$ cat src/rtl/uart_rx_pkg.sv
package uart_rx_pkg;

  localparam int DATA_W  = 8;
  localparam int IDX_W   = $clog2(DATA_W);
  localparam int MIN_LEN = 5;

  typedef enum logic [2:0] {
    ST_IDLE, ST_START, ST_DATA, ST_EXTRA, ST_PARITY, ST_STOP1, ST_STOP2, ST_HOLD
  } rxPhase_t;

  typedef enum logic [1:0] {
    PAR_ODD   = 2'b00,
    PAR_EVEN  = 2'b01,
    PAR_MARK  = 2'b10,
    PAR_SPACE = 2'b11
  } parKind_t;

  // strobes from sequencer to datapath, valid for one clock
  typedef struct packed {
    logic             clear;
    logic             takeData;
    logic [IDX_W-1:0] dataIdx;
    logic             takeExtra;
    logic             takePar;
    logic             takeStop;
    logic             finish;
  } rxStrobe_t;

endpackage

$ cat src/rtl/uart_rx_ctrl.sv
module uart_rx_ctrl
  import uart_rx_pkg::*;
#(
  parameter int OVS = 16
) (
  input  logic       clk,
  input  logic       rstN,
  input  logic       tick,
  input  logic       rxSync,
  input  logic       rxFall,
  input  logic [1:0] cfgLen,
  input  logic       cfgParEn,
  input  logic       cfgExtraEn,
  input  logic       cfgLongStop,
  output rxStrobe_t  strb
);

  localparam int CNT_W = $clog2(OVS);
  localparam logic [CNT_W-1:0] MID_CNT = CNT_W'(OVS / 2 - 1);
  localparam logic [CNT_W-1:0] END_CNT = CNT_W'(OVS - 1);

  rxPhase_t         state, nState;
  logic [CNT_W-1:0] cnt, nCnt;
  logic [IDX_W-1:0] bitIdx, nIdx;
  logic [IDX_W-1:0] lastIdx;
  logic [CNT_W-1:0] cntInc;
  rxPhase_t         afterData;
  rxPhase_t         afterExtra;

  assign lastIdx    = IDX_W'(MIN_LEN - 1) + IDX_W'(cfgLen);
  assign cntInc     = (cnt == END_CNT) ? '0 : cnt + 1'b1;
  assign afterExtra = cfgParEn ? ST_PARITY : ST_STOP1;
  assign afterData  = cfgExtraEn ? ST_EXTRA : afterExtra;

  always_comb begin
    nState = state;
    nCnt   = cnt;
    nIdx   = bitIdx;
    strb   = '0;
    strb.dataIdx = bitIdx;
    case (state)
      ST_IDLE: begin
        if (rxFall) begin
          nState     = ST_START;
          nCnt       = '0;
          strb.clear = 1'b1;
        end
      end
      ST_START: begin
        if (tick) begin
          if (cnt == MID_CNT) begin
            nCnt   = '0;
            nIdx   = '0;
            nState = rxSync ? ST_IDLE : ST_DATA;
          end else begin
            nCnt = cnt + 1'b1;
          end
        end
      end
      ST_HOLD: begin
        if (tick) begin
          nCnt = cntInc;
          if (cnt == END_CNT) nState = ST_IDLE;
        end
      end
      default: begin
        if (tick) begin
          nCnt = cntInc;
          if (cnt == END_CNT) begin
            case (state)
              ST_DATA: begin
                strb.takeData = 1'b1;
                if (bitIdx == lastIdx) nState = afterData;
                else nIdx = bitIdx + 1'b1;
              end
              ST_EXTRA: begin
                strb.takeExtra = 1'b1;
                nState = afterExtra;
              end
              ST_PARITY: begin
                strb.takePar = 1'b1;
                nState = ST_STOP1;
              end
              ST_STOP1: begin
                strb.takeStop = 1'b1;
                if (cfgLongStop && cfgLen != 2'b00) begin
                  nState = ST_STOP2;
                end else begin
                  strb.finish = 1'b1;
                  nState = cfgLongStop ? ST_HOLD : ST_IDLE;
                end
              end
              default: begin
                strb.takeStop = 1'b1;
                strb.finish   = 1'b1;
                nState        = ST_IDLE;
              end
            endcase
          end
        end
      end
    endcase
  end

  always_ff @(posedge clk or negedge rstN) begin
    if (!rstN) begin
      state  <= ST_IDLE;
      cnt    <= '0;
      bitIdx <= '0;
    end else begin
      state  <= nState;
      cnt    <= nCnt;
      bitIdx <= nIdx;
    end
  end


  start_low_chk: assert property (@(posedge clk) disable iff (!rstN)
    strb.clear |-> !rxSync);


  hold_exit_chk: assert property (@(posedge clk) disable iff (!rstN)
    (state == ST_HOLD) |=> (state == ST_HOLD || state == ST_IDLE));

endmodule

$ cat src/rtl/uart_rx_dpath.sv
module uart_rx_dpath
  import uart_rx_pkg::*;
#(
  parameter int SYNC_STAGES = 2
) (
  input  logic              clk,
  input  logic              rstN,
  input  logic              rxIn,
  input  logic              cfgParEn,
  input  logic [1:0]        cfgParType,
  input  logic              cfgMultiProc,
  input  rxStrobe_t         strb,
  output logic              rxSync,
  output logic              rxFall,
  output logic [DATA_W-1:0] rxData,
  output logic              rxExtra,
  output logic              parityErr,
  output logic              frameErr,
  output logic              rxDone
);

  logic [SYNC_STAGES-1:0] syncChain;
  logic                   rxLast;
  logic [DATA_W-1:0]      shData;
  logic                   extraBit;
  logic                   parBit;
  logic                   stopBad;
  logic                   expPar;
  logic                   stopBadNow;
  logic                   mpBlock;
  logic                   frameOk;
  logic                   parErrNow;

  always_ff @(posedge clk or negedge rstN) begin
    if (!rstN) begin
      syncChain <= '1;
      rxLast    <= 1'b1;
    end else begin
      syncChain <= {syncChain[SYNC_STAGES-2:0], rxIn};
      rxLast    <= rxSync;
    end
  end

  assign rxSync = syncChain[SYNC_STAGES-1];
  assign rxFall = rxLast & ~rxSync;

  always_comb begin
    case (parKind_t'(cfgParType))
      PAR_ODD:  expPar = ~(^shData);
      PAR_EVEN: expPar = ^shData;
      PAR_MARK: expPar = 1'b1;
      default:  expPar = 1'b0;
    endcase
  end

  assign stopBadNow = stopBad | (strb.takeStop & ~rxSync);
  assign mpBlock    = cfgMultiProc & ~cfgParEn & ~extraBit;
  assign frameOk    = ~stopBadNow & ~mpBlock;
  assign parErrNow  = cfgParEn & (parBit != expPar);

  always_ff @(posedge clk or negedge rstN) begin
    if (!rstN) begin
      shData   <= '0;
      extraBit <= 1'b0;
      parBit   <= 1'b0;
      stopBad  <= 1'b0;
    end else if (strb.clear) begin
      shData   <= '0;
      extraBit <= 1'b0;
      parBit   <= 1'b0;
      stopBad  <= 1'b0;
    end else begin
      if (strb.takeData)  shData[strb.dataIdx] <= rxSync;
      if (strb.takeExtra) extraBit <= rxSync;
      if (strb.takePar)   parBit   <= rxSync;
      if (strb.takeStop)  stopBad  <= stopBadNow;
    end
  end

  always_ff @(posedge clk or negedge rstN) begin
    if (!rstN) begin
      rxData    <= '0;
      rxExtra   <= 1'b0;
      parityErr <= 1'b0;
      frameErr  <= 1'b0;
      rxDone    <= 1'b0;
    end else begin
      rxDone <= 1'b0;
      if (strb.finish) begin
        frameErr  <= stopBadNow;
        parityErr <= parErrNow;
        rxDone    <= frameOk;
        if (frameOk) begin
          rxData  <= shData;
          rxExtra <= extraBit;
        end
      end
    end
  end


  done_no_ferr_chk: assert property (@(posedge clk) disable iff (!rstN)
    rxDone |-> !frameErr);


  done_pulse_chk: assert property (@(posedge clk) disable iff (!rstN)
    rxDone |=> !rxDone);


  mp_extra_chk: assert property (@(posedge clk) disable iff (!rstN)
    (rxDone && $past(cfgMultiProc) && !$past(cfgParEn)) |-> rxExtra);


  par_off_chk: assert property (@(posedge clk) disable iff (!rstN)
    (strb.finish && !cfgParEn) |=> !parityErr);

endmodule

$ cat src/rtl/uart_frame_rx.sv
module uart_frame_rx
  import uart_rx_pkg::*;
#(
  parameter int OVS         = 16,
  parameter int SYNC_STAGES = 2
) (
  input  logic       clk,
  input  logic       rstN,
  input  logic       tick,
  input  logic       rxIn,
  input  logic [1:0] cfgLen,
  input  logic       cfgParEn,
  input  logic [1:0] cfgParType,
  input  logic       cfgExtraEn,
  input  logic       cfgLongStop,
  input  logic       cfgMultiProc,
  output logic [7:0] rxData,
  output logic       rxExtra,
  output logic       parityErr,
  output logic       frameErr,
  output logic       rxDone
);

  rxStrobe_t strb;
  logic      rxSync;
  logic      rxFall;

  uart_rx_ctrl #(.OVS(OVS)) u_ctrl (
    .clk         (clk),
    .rstN        (rstN),
    .tick        (tick),
    .rxSync      (rxSync),
    .rxFall      (rxFall),
    .cfgLen      (cfgLen),
    .cfgParEn    (cfgParEn),
    .cfgExtraEn  (cfgExtraEn),
    .cfgLongStop (cfgLongStop),
    .strb        (strb)
  );

  uart_rx_dpath #(.SYNC_STAGES(SYNC_STAGES)) u_dpath (
    .clk          (clk),
    .rstN         (rstN),
    .rxIn         (rxIn),
    .cfgParEn     (cfgParEn),
    .cfgParType   (cfgParType),
    .cfgMultiProc (cfgMultiProc),
    .strb         (strb),
    .rxSync       (rxSync),
    .rxFall       (rxFall),
    .rxData       (rxData),
    .rxExtra      (rxExtra),
    .parityErr    (parityErr),
    .frameErr     (frameErr),
    .rxDone       (rxDone)
  );


  short_zero_ext_chk: assert property (@(posedge clk) disable iff (!rstN)
    (rxDone && $past(cfgLen) == 2'b00) |-> (rxData[7:5] == 3'b000));

endmodule

$ cat config.mk
export PLATFORM = sky130hd
export DESIGN_NAME = uart_frame_rx
export DESIGN_NICKNAME = d
export VERILOG_FILES = /design/src/rtl/uart_rx_pkg.sv /design/src/rtl/uart_rx_ctrl.sv /design/src/rtl/uart_rx_dpath.sv /design/src/rtl/uart_frame_rx.sv
export SDC_FILE = /design/constraint.sdc
export NUM_CORES = 1
export LEC_CHECK = 0
export BUFFER_PORTS_ARGS = -buffer_cell sky130_fd_sc_hd__buf_2
export CAP_MARGIN = 10
export CORE_MARGIN = 1.5
export CORE_UTILIZATION = 45
export CTS_CLUSTER_DIAMETER = 50
export CTS_CLUSTER_SIZE = 24
export DETAILED_ROUTE_END_ITERATION = 7
export MAX_ROUTING_LAYER = met4
export PLACE_DENSITY = 0.67
export SYNTH_ARGS = -nofsm -noshare
export SYNTH_HDL_FRONTEND = slang
export SYNTH_SLANG_ARGS = --single-unit
$ cat constraint.sdc
create_clock -name clk -period 2.2 [get_ports clk]
set_input_delay 0.33 -clock clk [delete_from_list [all_inputs] [get_ports clk]]
set_output_delay 0.33 -clock clk [all_outputs]
set_load 0.02 [all_outputs]
======== After elaboration in Yosys (flattened, before gate mapping) ========
Index checks and enable logic that the tools add are counted.
storage, ports and cells
  bits in registers ....................... 36
  input bits .............................. 12
operators by class
  eq/ne operators ......................... 19
  bitwise gates (word level) .............. 14
  $lt $le $gt $ge ......................... 2
  add/subtract/negate cells ............... 3
  multiplexer cells ....................... 54
  reductions and logical operators ........ 21
operators with widths
  operator                                                               count
  3-bit two-way mux                                                      17
  4-bit two-way mux                                                      8
  1-bit two-way mux                                                      18
  8-bit two-way mux                                                      2
  2-bit nonzero test                                                     8
  3-bit case mux with 4 select lines                                     1
  3-bit == test (second input constant)                                  3
  3-bit case mux with 3 select lines                                     1
  8-bit bitwise mux                                                      1
  2-bit != test (second input constant)                                  4
  4-bit case mux with 2 select lines                                     1
  8-bit AND reduction                                                    1
  8-bit parity                                                           1
  1-bit NOT                                                              7
  1-bit AND                                                              6
  3-bit by 2-bit == test with 1-bit output (second input constant)       2
  3-bit case mux with 2 select lines                                     1
  6-bit AND reduction                                                    1
  3-bit OR reduction                                                     2
  5-bit by 1-bit != test with 1-bit output (second input constant)       1
  4-bit by 1-bit adder with 4-bit output (second input constant)         1
  4-bit by 3-bit == test with 1-bit output (second input constant)       1
  4-bit == test (second input constant)                                  1
  3-bit by 4-bit < comparator with 1-bit output (second input constant)  1
  other kinds (21)                                                       23

======== Depth between registers and ports, before layout ========
  word-level depth ........................ 12
  gate-level depth with buffers ........... 8
  depth with buffers taken out ............ 7

======== Hierarchy ========
Synthesis repeated with hierarchy kept, for this count alone.
second synthesis, totals
  cells, all modules ...................... 184
  area total of the unflattened synthesis .. 1888.1 um^2
modules (own cells, without submodules)
  module         sequential area each (um^2)  instances  area each (um^2)  cells an instance
  uart_rx_dpath  654.4                        1          1128.6            97
  uart_rx_ctrl   250.2                        1          759.5             87

======== Least setup slack after synthesis ========
OpenSTA, ideal clock, no wires.
  kind .................................... reg2reg
  start ................................... reg u_ctrl.state[0]
  end ..................................... reg u_ctrl.state[0]
  stages on the path, launching flop included .. 6
  clock period less this slack ............ 2081 ps
  library setup time ...................... 125 ps
  data required time ...................... 2075 ps
  slack ................................... 119 ps
  data arrival time ....................... 1956 ps
  path through ............................ dfrtp_1 or3_4 or3b_4 a21boi_4 a2111oi_4 mux2_4
on the way
  word-level cells in the longest chain between the ends .. 5
ends and longest elaborated chain
  item                                                                              line                 source
  start, declared                                                                   uart_rx_ctrl.sv:22   rxPhase_t state, nState;
  start signal, assigned                                                            uart_rx_ctrl.sv:111  state <= nState;
  3-bit == test / 3-bit by 2-bit == test with 1-bit output (equally long branches)  uart_rx_ctrl.sv:70   case (state)
  3-bit case mux with 4 select lines                                                uart_rx_ctrl.sv:70
  3-bit two-way mux                                                                 uart_rx_ctrl.sv:69   if (cnt == END_CNT) begin
  3-bit two-way mux                                                                 uart_rx_ctrl.sv:67   if (tick) begin
  3-bit case mux with 3 select lines                                                uart_rx_ctrl.sv:41   case (state)
Several ways; a longest one is shown, not always the timed one. The select of a mux whose other input is x is not followed.
A chain may end at the register's enable or synchronous reset.

======== Worst setup path in the final report ========
  start ................................... reg u_ctrl.state[1]
  end ..................................... reg u_ctrl.state[1]
The elaborated chain is that of the path after synthesis.

==> qor.txt <==
====================================================================================================
Synth warnings ........................................................................            0
Worst-case register-to-register setup slack ...........................................        40 ps
Number of flops mapped to enable cells by yosys .......................................            0
HPWL Detailed .........................................................................      2830 um
Clock-pin slew reported for the worst setup and hold paths after clock tree synthesis .        70 ps
Upper clock frequency limit ...........................................................      463 MHz
CP Class ..............................................................................   reg -> reg
Count of nets left with antenna violations after detail routing .......................            0
Most used flip-flop cell after synthesis ..............................................      dfrtp_1
Clock tree from TritonCTS .............................................................          yes
Via count of the first global-routing pass ............................................        1,318
Worst Path Max Fanout .................................................................            6
Total buffers and inverters traversed by the critical path ............................            0
Floorplan die height ..................................................................      69.0 um
Maximum number of pins on one net before global-route repair ..........................           37
DRC errors left .......................................................................            0
Outcome ............................................................................... finished, final reports clean
Reg-to-reg startpoint ................................................................. u_ctrl.state[1]$_DFFE_PN0P_
Nature of the critical path startpoint ................................................     register
Post-synthesis sequential element count ...............................................           36
Worst rel slew slack ..................................................................        47.0%
Footprint of the multi-input gates ....................................................  0.00101 mm2
Critical-path cell list ............................................................... or3_4 -> or3b_4 -> a21boi_4 -> a2111oi_4 -> mux2_4
Drt total wl ..........................................................................      3950 um
Max_cap viols .........................................................................            0
Capturing element type of the critical path ...........................................     register
GRT Residual Overflow .................................................................            0
Most area-hungry cell type in the Yosys netlist .......................................      dfrtp_1
First-pass GRT wire length ............................................................      6460 um
Capture point of the critical path .................................................... u_ctrl.state[1]$_DFFE_PN0P_
H-Tree Depth ..........................................................................            2
Longest individual stage delay on the worst path ......................................       430 ps
Drt first-iter violations .............................................................          123
Via density per instance ..............................................................         5.44
Power per standard cell area ..........................................................  1210 mW/mm2
Reg-to-Reg End ........................................................................ u_ctrl.state[1]$_DFFE_PN0P_
Most frequent cells in the layout ..................................................... dfrtp_1 (33), nand2_1 (25), buf_2 (23)
Skew-Pair Late Insertion Delay ........................................................       290 ps
Number of non-filler instances in the completed layout ................................          281
Data arrival time at the worst-slack endpoint .........................................      2330 ps
Die width .............................................................................      69.0 um
CP startpoint ......................................................................... u_ctrl.state[1]$_DFFE_PN0P_
Final number of setup-violating endpoints .............................................            0
Worst clock skew ......................................................................      4.76 ps
Share of cells above drive strength 1 .................................................        29.4%
Power, Total ..........................................................................      2.81 mW
Vias ..................................................................................        1,529
Post-route fraction of the period consumed by the critical path .......................        98.1%
Cells after DPL .......................................................................          271
# IOs .................................................................................           24
Fin. max-slew vios ....................................................................            0
Setup repair after global routing missed its margin ...................................          yes
Static leakage ........................................................................      1.14 nW
Proportion of synthesized flip-flops having asynchronous set or reset .................         100%
Post-synthesis instance area ..........................................................  0.00196 mm2
Die ar. ...............................................................................  0.00476 mm2
PortBufs ..............................................................................           23
Hold-fix buffer count after cts .......................................................            0
Average instance area after synthesis .................................................     10.3 um2
Per-cell routed wire length ...........................................................      14.0 um
Number of antenna diodes ..............................................................            0
Total number of placement rows ........................................................           23
Max clock buf depth ...................................................................            2
Hold crit path type ...................................................................  in -> async
Worst IR drop on VDD ..................................................................       473 uV
Area of all sequential standard cells .................................................      905 um2
Clock buffers created by TritonCTS ....................................................            5
Slowest cell on crit path .............................................................      dfrtp_1
Area of the core ......................................................................  0.00409 mm2
Total global-route track usage ........................................................        19.3%
Leading post-synthesis cells by cell area ............................................. dfrtp_1 (42%), mux2_2 (5.2%), nand2_1 (4.8%), mux2i_1 (4.6%), xnor2_1 (4.5%)
Effective utilization at floorplan ....................................................        47.9%
Hold Violations, Final ................................................................            0
Sequential fraction of the synthesis area .............................................        46.2%
Total number of nets in the final design ..............................................          246
Number of different library cells in the post-synthesis netlist .......................           49
Clock sink total ......................................................................           36
Final min period ......................................................................      2160 ps
Number of iterations in the first detailed-routing pass ...............................            4
Root Buffer ...........................................................................     clkbuf_8
Number of antenna violations at the first check in global routing .....................            0
Synthesis-to-finish area growth .......................................................        18.6%
Count of cells along the worst register-to-register path ..............................            5
CP Depth ..............................................................................            5
Weighted congestion reported at the end of routability-driven placement ...............        0.810
Most common cell after layout, fill and taps aside ....................................      dfrtp_1
Top cell type's share of synthesized area .............................................        42.2%
Actual transition at the worst max-transition pin .....................................       795 ps
Data required time at the worst endpoint ..............................................      2370 ps
Post-synth net total ..................................................................          206
Cell family with the largest share of critical-path delay ............................. simple AND/OR/NAND/NOR gates
Synth Instances .......................................................................          191
Number of filler cells placed in the layout ...........................................          375
====================================================================================================
[through the flow]
| step | instance area, um2 | hold slack (ps) | util, % | setup slack (ps) | setup TNS, ps |
|---|---|---|---|---|---|
| floorplan | 1960 | 34.4 | - | 119 | 0 |
| global placement | 2210 | 346 | 54.0 | 76.0 | 0 |
| detailed placement | 2210 | 347 | 54.0 | 20.9 | 0 |
| CTS | 2290 | 131 | 55.9 | 5.90 | 0 |
| global route | 2320 | 134 | 56.8 | -6.13 | -11.0 |
| finish | 2320 | 124 | 56.8 | 42.4 | 0 |
[flip-flops by register name (all words and copies together), names as in the netlist]
signal and cells:
u_dpath.rxData 8, u_dpath.shData 8, u_ctrl.cnt 4, u_ctrl.bitIdx 3, u_ctrl.state 3, u_dpath.syncChain 2, u_dpath.extraBit 1, u_dpath.frameErr 1
u_dpath.parBit 1, u_dpath.parityErr 1, u_dpath.rxDone 1, u_dpath.rxExtra 1, u_dpath.rxLast 1, u_dpath.stopBad 1
[worst reg2reg max path, delay by kind of cell (launching register included)]
kind / cells / cell delay (ps)
compound gates: 2 / 500
mux: 1 / 340
flops: 1 / 430
simple gates: 2 / 770
[cell usage after synthesis, types with 5 or more instances]
cell / n
dfrtp_1: 33
nand2_1: 25
nor2_1: 10
xnor2_1: 10
mux2_2: 9
mux2i_1: 9
nand3_1: 9
a21oi_1: 8
o21ai_0: 7
inv_1: 5
[where the power goes]
| group | internal [mW] | switching [mW] |
|---|---|---|
| Clock | 0.215 | 0.225 |
| Combinational | 0.653 | 0.737 |
| Sequential | 0.840 | 0.140 |
| Total | 1.71 | 1.10 |
[cell type report]
type | count | share of cell area, %
Clock buffer | 6 | 3.12
Tap cell | 50 | 2.69
Sequential cell | 36 | 39.0
Timing Repair Buffer | 39 | 10.1
Multi-Input combinational cell | 141 | 43.6
Inverter | 8 | 1.29
Clock inverter | 1 | 0.216
[per-layer routing]
layer  GRT usage, %  wire length [um]  vias to the layer above
met3           4.87               210                        6
li1               -                 -                      767
met5              -                 0                        -
met2           27.8              1730                       38
met4           6.62                57                        0
met1           26.7              1950                      718
[worst min-delay path by stage]
stage	from	endpoint	slack, ps
after global routing	rxIn	u_dpath.syncChain[0]$_DFF_PN1_	130
after global placement	u_dpath.syncChain[0]$_DFF_PN1_	u_dpath.syncChain[1]$_DFF_PN1_	350
after detailed placement	u_dpath.syncChain[0]$_DFF_PN1_	u_dpath.syncChain[1]$_DFF_PN1_	350
after floorplan	rstN	u_ctrl.bitIdx[0]$_DFFE_PN0P_	30
after CTS	rxIn	u_dpath.syncChain[0]$_DFF_PN1_	130
final	rstN	u_dpath.rxDone$_DFF_PN0_	120
[logic make-up after synthesis]
group,after synthesis,share of synthesized area [%]
multiplexers,20,11.3
AND/OR/NAND/NOR,70,18.7
buffers and inverters,14,2.81
XOR/XNOR,10,4.47
flip-flops,36,46.2
AO/OA/AOI/OAI,38,14.6
adder cells (fa/ha/maj),3,1.92
[what timing repair did]
| item | 4_1_cts | 5_1_grt |
|---|---|---|
| buffers inserted | 0 | 3 |
| setup endpoints to repair | 0 | 11 |
| resized for setup | 0 | 2 |
No activity file was read; power rests on OpenSTA's default activity.
